`src/rtl/sdr_pkg.sv`:
```
package sdr_pkg;

    typedef enum logic [3:0] {
        ST_OFF,
        ST_PWRUP,
        ST_PRE,
        ST_RF1,
        ST_W1,
        ST_RF2,
        ST_W2,
        ST_LMR,
        ST_IDLE,
        ST_ACC,
        ST_REF,
        ST_RWAIT,
        ST_ULMR
    } sdr_state_e;

    typedef struct packed {
        logic cs_n;
        logic ras_n;
        logic cas_n;
        logic we_n;
    } sdr_cmd_t;

    localparam sdr_cmd_t CMD_DESEL = 4'b1111;
    localparam sdr_cmd_t CMD_NOP   = 4'b0111;
    localparam sdr_cmd_t CMD_PREA  = 4'b0010;
    localparam sdr_cmd_t CMD_AREF  = 4'b0001;
    localparam sdr_cmd_t CMD_LMR   = 4'b0000;

endpackage

```
`src/rtl/sdr_refresh_bank.sv`:
```
module sdr_refresh_bank #(
    parameter int PERIOD_W = 16,
    parameter int MAX_PEND = 4
) (
    input  logic                clk,
    input  logic                rst_n,
    input  logic                run,
    input  logic [PERIOD_W-1:0] period,
    input  logic                take,
    output logic                pend_nz,
    output logic                ovf
);
    localparam int CTW = $clog2(MAX_PEND + 1);
    localparam logic [PERIOD_W-1:0] ONE = PERIOD_W'(1);
    localparam logic [CTW-1:0] FULL = CTW'(MAX_PEND);

    typedef struct packed {
        logic [PERIOD_W-1:0] cnt;
        logic [CTW-1:0]      pend;
        logic                ovf;
    } bank_s;

    bank_s q, d;
    logic  active;
    logic  tick;

    always_comb begin
        d      = q;
        active = run && (period != '0);
        tick   = active && (q.cnt >= period - ONE);
        if (!active) begin
            d.cnt = '0;
        end else if (tick) begin
            d.cnt = '0;
        end else begin
            d.cnt = q.cnt + ONE;
        end
        // take is only raised by the sequencer when pend is nonzero
        if (tick && !take) begin
            if (q.pend == FULL) begin
                d.ovf = 1'b1;
            end else begin
                d.pend = q.pend + CTW'(1);
            end
        end else if (!tick && take) begin
            d.pend = q.pend - CTW'(1);
        end
    end

    always_ff @(posedge clk) begin
        if (!rst_n) begin
            q <= '0;
        end else begin
            q <= d;
        end
    end

    assign pend_nz = (q.pend != '0);
    assign ovf     = q.ovf;

endmodule

```
`src/rtl/sdr_cmd_seq.sv`:
```
module sdr_cmd_seq
    import sdr_pkg::*;
#(
    parameter int WAIT_W = 8,
    parameter int MODE_W = 12
) (
    input  logic              clk,
    input  logic              rst_n,
    input  logic              cfg_en,
    input  logic [WAIT_W-1:0] pwrup_wait,
    input  logic [WAIT_W-1:0] trfc_wait,
    input  logic [MODE_W-1:0] mode_value,
    input  logic              acc_req,
    input  logic              acc_done,
    input  logic              lmr_req,
    input  logic              ref_pend,
    output logic              ref_take,
    output logic              done,
    output sdr_cmd_t          cmd,
    output logic              cke,
    output logic [MODE_W-1:0] mode_bus,
    output logic              grant,
    output logic              busy
);
    localparam logic [WAIT_W-1:0] W_ONE = WAIT_W'(1);

    typedef struct packed {
        sdr_state_e        st;
        logic [WAIT_W-1:0] cnt;
        logic              done;
        logic              lmr_pend;
    } seq_s;

    seq_s q, d;

    function automatic logic [WAIT_W-1:0] at_least_one(input logic [WAIT_W-1:0] v);
        return (v == '0) ? W_ONE : v;
    endfunction

    always_comb begin
        d        = q;
        ref_take = 1'b0;
        case (q.st)
            ST_OFF: begin
                if (cfg_en) begin
                    d.st  = ST_PWRUP;
                    d.cnt = at_least_one(pwrup_wait);
                end
            end
            ST_PWRUP: begin
                if (q.cnt <= W_ONE) d.st = ST_PRE;
                else                d.cnt = q.cnt - W_ONE;
            end
            ST_PRE: d.st = ST_RF1;
            ST_RF1: begin
                d.st  = ST_W1;
                d.cnt = at_least_one(trfc_wait);
            end
            ST_W1: begin
                if (q.cnt <= W_ONE) d.st = ST_RF2;
                else                d.cnt = q.cnt - W_ONE;
            end
            ST_RF2: begin
                d.st  = ST_W2;
                d.cnt = at_least_one(trfc_wait);
            end
            ST_W2: begin
                if (q.cnt <= W_ONE) d.st = ST_LMR;
                else                d.cnt = q.cnt - W_ONE;
            end
            ST_LMR: begin
                d.st   = ST_IDLE;
                d.done = 1'b1;
            end
            ST_IDLE: begin
                if (ref_pend) begin
                    ref_take = 1'b1;
                    d.st     = ST_REF;
                end else if (acc_req) begin
                    d.st = ST_ACC;
                end else if (q.lmr_pend) begin
                    d.st = ST_ULMR;
                end
            end
            ST_ACC: begin
                if (acc_done) d.st = ST_IDLE;
            end
            ST_REF: begin
                d.st  = ST_RWAIT;
                d.cnt = at_least_one(trfc_wait);
            end
            ST_RWAIT: begin
                if (q.cnt <= W_ONE) d.st = ST_IDLE;
                else                d.cnt = q.cnt - W_ONE;
            end
            ST_ULMR: begin
                d.st       = ST_IDLE;
                d.lmr_pend = 1'b0;
            end
            default: d.st = ST_OFF;
        endcase
        if (lmr_req && q.done) d.lmr_pend = 1'b1;
    end

    always_ff @(posedge clk) begin
        if (!rst_n) begin
            q <= '{st: ST_OFF, cnt: '0, done: 1'b0, lmr_pend: 1'b0};
        end else begin
            q <= d;
        end
    end

    always_comb begin
        case (q.st)
            ST_OFF:                 cmd = CMD_DESEL;
            ST_PRE:                 cmd = CMD_PREA;
            ST_RF1, ST_RF2, ST_REF: cmd = CMD_AREF;
            ST_LMR, ST_ULMR:        cmd = CMD_LMR;
            default:                cmd = CMD_NOP;
        endcase
        mode_bus = (q.st == ST_LMR || q.st == ST_ULMR) ? mode_value : '0;
    end

    assign cke   = (q.st != ST_OFF);
    assign grant = (q.st == ST_ACC);
    assign busy  = (q.st != ST_OFF) && (q.st != ST_IDLE);
    assign done  = q.done;

endmodule

```
`src/rtl/sdram_ctl_core.sv`:
```
module sdram_ctl_core
    import sdr_pkg::*;
#(
    parameter int PERIOD_W = 16,
    parameter int WAIT_W   = 8,
    parameter int MODE_W   = 12,
    parameter int MAX_PEND = 4
) (
    input  logic                clk,
    input  logic                rst_n,
    input  logic                cfg_sdram_en,
    input  logic [PERIOD_W-1:0] refresh_period,
    input  logic [WAIT_W-1:0]   pwrup_wait,
    input  logic [WAIT_W-1:0]   trfc_wait,
    input  logic [MODE_W-1:0]   mode_value,
    input  logic                acc_req,
    input  logic                acc_done,
    input  logic                lmr_req,
    output logic                acc_grant,
    output logic                cmd_cs_n,
    output logic                cmd_ras_n,
    output logic                cmd_cas_n,
    output logic                cmd_we_n,
    output logic                cmd_cke,
    output logic [MODE_W-1:0]   mode_bus,
    output logic                busy,
    output logic                ready,
    output logic                ref_ovf
);
    logic     pend_nz;
    logic     ref_take;
    logic     init_done;
    sdr_cmd_t cmd;

    sdr_refresh_bank #(
        .PERIOD_W (PERIOD_W),
        .MAX_PEND (MAX_PEND)
    ) bank_i (
        .clk     (clk),
        .rst_n   (rst_n),
        .run     (init_done),
        .period  (refresh_period),
        .take    (ref_take),
        .pend_nz (pend_nz),
        .ovf     (ref_ovf)
    );

    sdr_cmd_seq #(
        .WAIT_W (WAIT_W),
        .MODE_W (MODE_W)
    ) seq_i (
        .clk        (clk),
        .rst_n      (rst_n),
        .cfg_en     (cfg_sdram_en),
        .pwrup_wait (pwrup_wait),
        .trfc_wait  (trfc_wait),
        .mode_value (mode_value),
        .acc_req    (acc_req),
        .acc_done   (acc_done),
        .lmr_req    (lmr_req),
        .ref_pend   (pend_nz),
        .ref_take   (ref_take),
        .done       (init_done),
        .cmd        (cmd),
        .cke        (cmd_cke),
        .mode_bus   (mode_bus),
        .grant      (acc_grant),
        .busy       (busy)
    );

    assign cmd_cs_n  = cmd.cs_n;
    assign cmd_ras_n = cmd.ras_n;
    assign cmd_cas_n = cmd.cas_n;
    assign cmd_we_n  = cmd.we_n;
    assign ready     = init_done;

endmodule

```
`config.mk`:
```
export PLATFORM = sky130hd
export DESIGN_NAME = sdram_ctl_core
export DESIGN_NICKNAME = d
export VERILOG_FILES = /design/src/rtl/sdr_pkg.sv /design/src/rtl/sdr_refresh_bank.sv /design/src/rtl/sdr_cmd_seq.sv /design/src/rtl/sdram_ctl_core.sv
export SDC_FILE = /design/constraint.sdc
export NUM_CORES = 1
export LEC_CHECK = 0
export ABC_AREA = 1
export BUFFER_PORTS_ARGS = -buffer_cell sky130_fd_sc_hd__buf_2
export CORE_UTILIZATION = 49
export CTS_CLUSTER_DIAMETER = 40
export CTS_CLUSTER_SIZE = 28
export DETAILED_ROUTE_END_ITERATION = 7
export GPL_TIMING_DRIVEN = 0
export PLACE_DENSITY = 0.75
export SYNTH_ARGS = -nofsm -noshare
export SYNTH_HDL_FRONTEND = slang
export SYNTH_SLANG_ARGS = --single-unit
```
`constraint.sdc`:
```
create_clock -name clk -period 3.5 [get_ports clk]
set_input_delay 0.525 -clock clk [delete_from_list [all_inputs] [get_ports clk]]
set_output_delay 0.525 -clock clk [all_outputs]
set_load 0.02 [all_outputs]
```
==> impl_metrics.yaml <==
final_layout:
  antenna_cells: 0
  fillCellCount: 505
  final_cells: 581
  area_growth_pct: 21.8
  multi_input_area_mm2: 0.00180
  seq_area_um2: 681
  fin_area_mm2: 0.00334
  drive_gt1_frac: 0.205
  postLayoutCoreUtil: 0.638
  final_nets: 581
  final_cell_mix: "nand2_1 (80), inv_1 (75), nor2_1 (71), buf_2 (71), dfxtp_1 (34)"
  final_common_cell: "nand2_1"
routing:
  drtIter0Drc: 133
  routed_wl_mm: 6.41
  drc: 0
  ant_nets: 0
  firstDrtPassIters: 4
  viasPerCell: 5.03
  routed_wire_length_per_instance_um: 11.0
  vias: 2924
place:
  dp.cells: 572
  dp.final_hpwl_mm: 5.03
  finalWeightedCongestion: 0.833
  io_buffers: 70
  preCtsSetupSlack_ps: -381
  dpl_cell_area_mm2: 0.00318
outcome:
  status: "finished, final reports clean"
setup_path:
  startpoint_type: "input pin"
  cp.required_ps: 3690
  crit_top_cell: "nand2_1"
  cp-end-kind: "flop"
  slowest_delay_ps: 400
  cp.arrival_ps: 3510
  path_class: "in -> reg"
  cp_max_fo: 3
  slowest_stage: "fa_2"
  worstPathCellList: "buf_2 > inv_2 > ha_4 > nand2_2 > nor2_4 > nand3_2 > or2_1 > or2_1 > nor2_2 > xor2_1 > inv_1 > ha_1 > nand2_1 > nor3_2 > nand2_1 > nand2_2 > nand3_4 > fa_2 > inv_1 > nand2_1 > nand2_1 > nand3_1 > nand2_1 > nor2_1"
sta:
  hold_viol_final: 0
  fin_crit_ps: 3330
  max-slew-margin-rel: 0.503
  final.setup_skew_ps: 4.28
  drv_slew: 0
  rsz0062_at_grt: "yes"
  worst_pin_slew_ps: 734
  period_share: 0.951
  setup_ws_ps: 171
  setup_viol: 0
  fmax_mhz: 300
clock_network:
  cts_made_buffers: 5
  cts_max_level: 2
  clockBufferDepth: 2
  worstSkewPairLatency_ps: 290
  cts_root_buf: "clkbuf_8"
  cts_hold_buf: 0
  cts.reportedPaths.clkPinSlew_ps: 70
  cts_tree: "built"
  cts.sinks: 34
synthesis:
  ys_ff_latch: 34
  synth-simple-area-share: 0.351
  synth_top_area_share: 0.248
  synth_edf_count: 0
  synth_cells: 432
  synthMuxAreaShare: 0
  syn_avg_cell_area_um2: 6.35
  syn_area_mm2: 0.00274
  synth_cell_type_count: 40
  synthTopCellsByArea: "dfxtp_1 (25%), nand2_1 (11%), inv_1 (10%)"
  synth_top_family_by_area: "simple AND/OR/NAND/NOR gates"
  synthXorXnorAreaFrac: 0.0703
  synth_nets: 503
  seq_area_frac_synth: 0.248
  synth_largest_area_cell: "dfxtp_1"
  synth-compound-area-share: 0.115
  yosys_warnings: 0
  synthArstFlopShare: 0
  synth-adder-area-share: 0.0986
  synthFlopType: "dfxtp_1"
power:
  peakVddDrop_uv: 438
  power.density_mw_per_mm2: 483
  p_leak_nw: 1.67
die:
  core_area_mm2: 0.00524
  initial_core_util: 0.523
  die_h_um: 76.8
  die_x_um: 76.8
  ioPinCount: 71
  die_area_mm2: 0.00590
  core.rowCount: 26
global_route:
  grt_pass1_vias: 2810
  grt_max_degree: 11
  grt_first_pass_wirelength_mm: 11.3
  track_usage: 0.229
  overflow: 0
  antenna_found_initial: 0
job:
  maxCapViolCount: 0
hold_path:
  hold_class: "reg -> reg"
[cell type report]
class,instances,share of cell area
Inverter,80,0.0907
Clock inverter,1,0.00150
Sequential cell,34,0.204
Timing Repair Buffer,71,0.107
Buffer,4,0.00525
Tap cell,70,0.0262
Multi-Input combinational cell,314,0.540
Clock buffer,7,0.0259
[worst max-delay path: cells and delay by family]
family	cells	cell delay, ps
simple gates	16	1710
buf+inv	4	310
fa+ha+maj	3	820
xor+xnor	1	150
[synthesized netlist by cell type, types with 2 or more instances]
cell type / count
xor2_1: 14
xnor2_1: 8
clkbuf_1: 2
nand2_1: 81
nand4_1: 8
inv_1: 76
nor4_1: 4
a21oi_1: 22
nor2_2: 2
dfxtp_1: 34
nand3b_1: 2
ha_1: 20
inv_2: 3
o21ai_1: 2
nand2_4: 3
nor3_1: 14
o22ai_1: 2
nor3b_1: 3
or2_1: 2
a211oi_1: 3
o2111ai_1: 2
nand2_2: 2
nor2_1: 72
nand3_1: 19
o21ai_0: 17
[routing by layer]
metal	wire, µm	track usage	vias up
li1	-	-	1538
met1	2990	0.272	1293
met2	3060	0.416	85
met3	265	0.0298	8
met4	97	0.0808	0
met5	0	0	-
[what timing repair did]
item	CTS	global route
resized for setup	3	11
buffers inserted	0	1
setup endpoints to repair	1	12
pin swaps	0	2
endpoints found under the hold margin	0	0
[sequential cells by signal (all words and copies together) (netlist names)]
name / cells
seq_i.q: 13
seq_i.done: 1
bank_i.q: 19
bank_i.ovf: 1
[stage by stage]
step / TNS, ps / hold WS (ps) / power, W
floorplan: 0 / 430 / 0.00108
global placement: -1570 / 441 / 0.00128
detailed placement: -1910 / 451 / 0.00130
CTS: 0 / 468 / 0.00161
global route: -44.7 / 493 / 0.00174
finish: 0 / 463 / 0.00161
[logic make-up after synthesis]
family	after synthesis
AOI/OAI and AO/OA	55
buffers and inverters	84
adders and majority gates	21
xor gates and xnor gates	22
DFF	34
and+or+nand+nor	216
[worst paths after layout]
kind                           startpoint                       end  slack [ps]  cells after the start
setup / recovery        refresh_period[0]  bank_i.q[3]$_SDFFE_PN0P_         170                     24
hold / removal    bank_i.ovf$_SDFFE_PN0P_   bank_i.ovf$_SDFFE_PN0P_         460                      1
setup reg to reg  bank_i.q[11]$_SDFF_PP0_  bank_i.q[3]$_SDFFE_PN0P_        1350                     17
hold reg to reg   bank_i.ovf$_SDFFE_PN0P_   bank_i.ovf$_SDFFE_PN0P_         460                      1
[power breakdown]
part	internal, W	switching (W)	leakage [nW]	total (W)
Combinational	0.000283	0.000550	1.34	0.000833
Sequential	0.000437	0.0000389	0.276	0.000476
Clock	0.000159	0.000145	0.0482	0.000304
Total	0.000878	0.000734	1.67	0.00161
(Power assumes the default switching activity.)
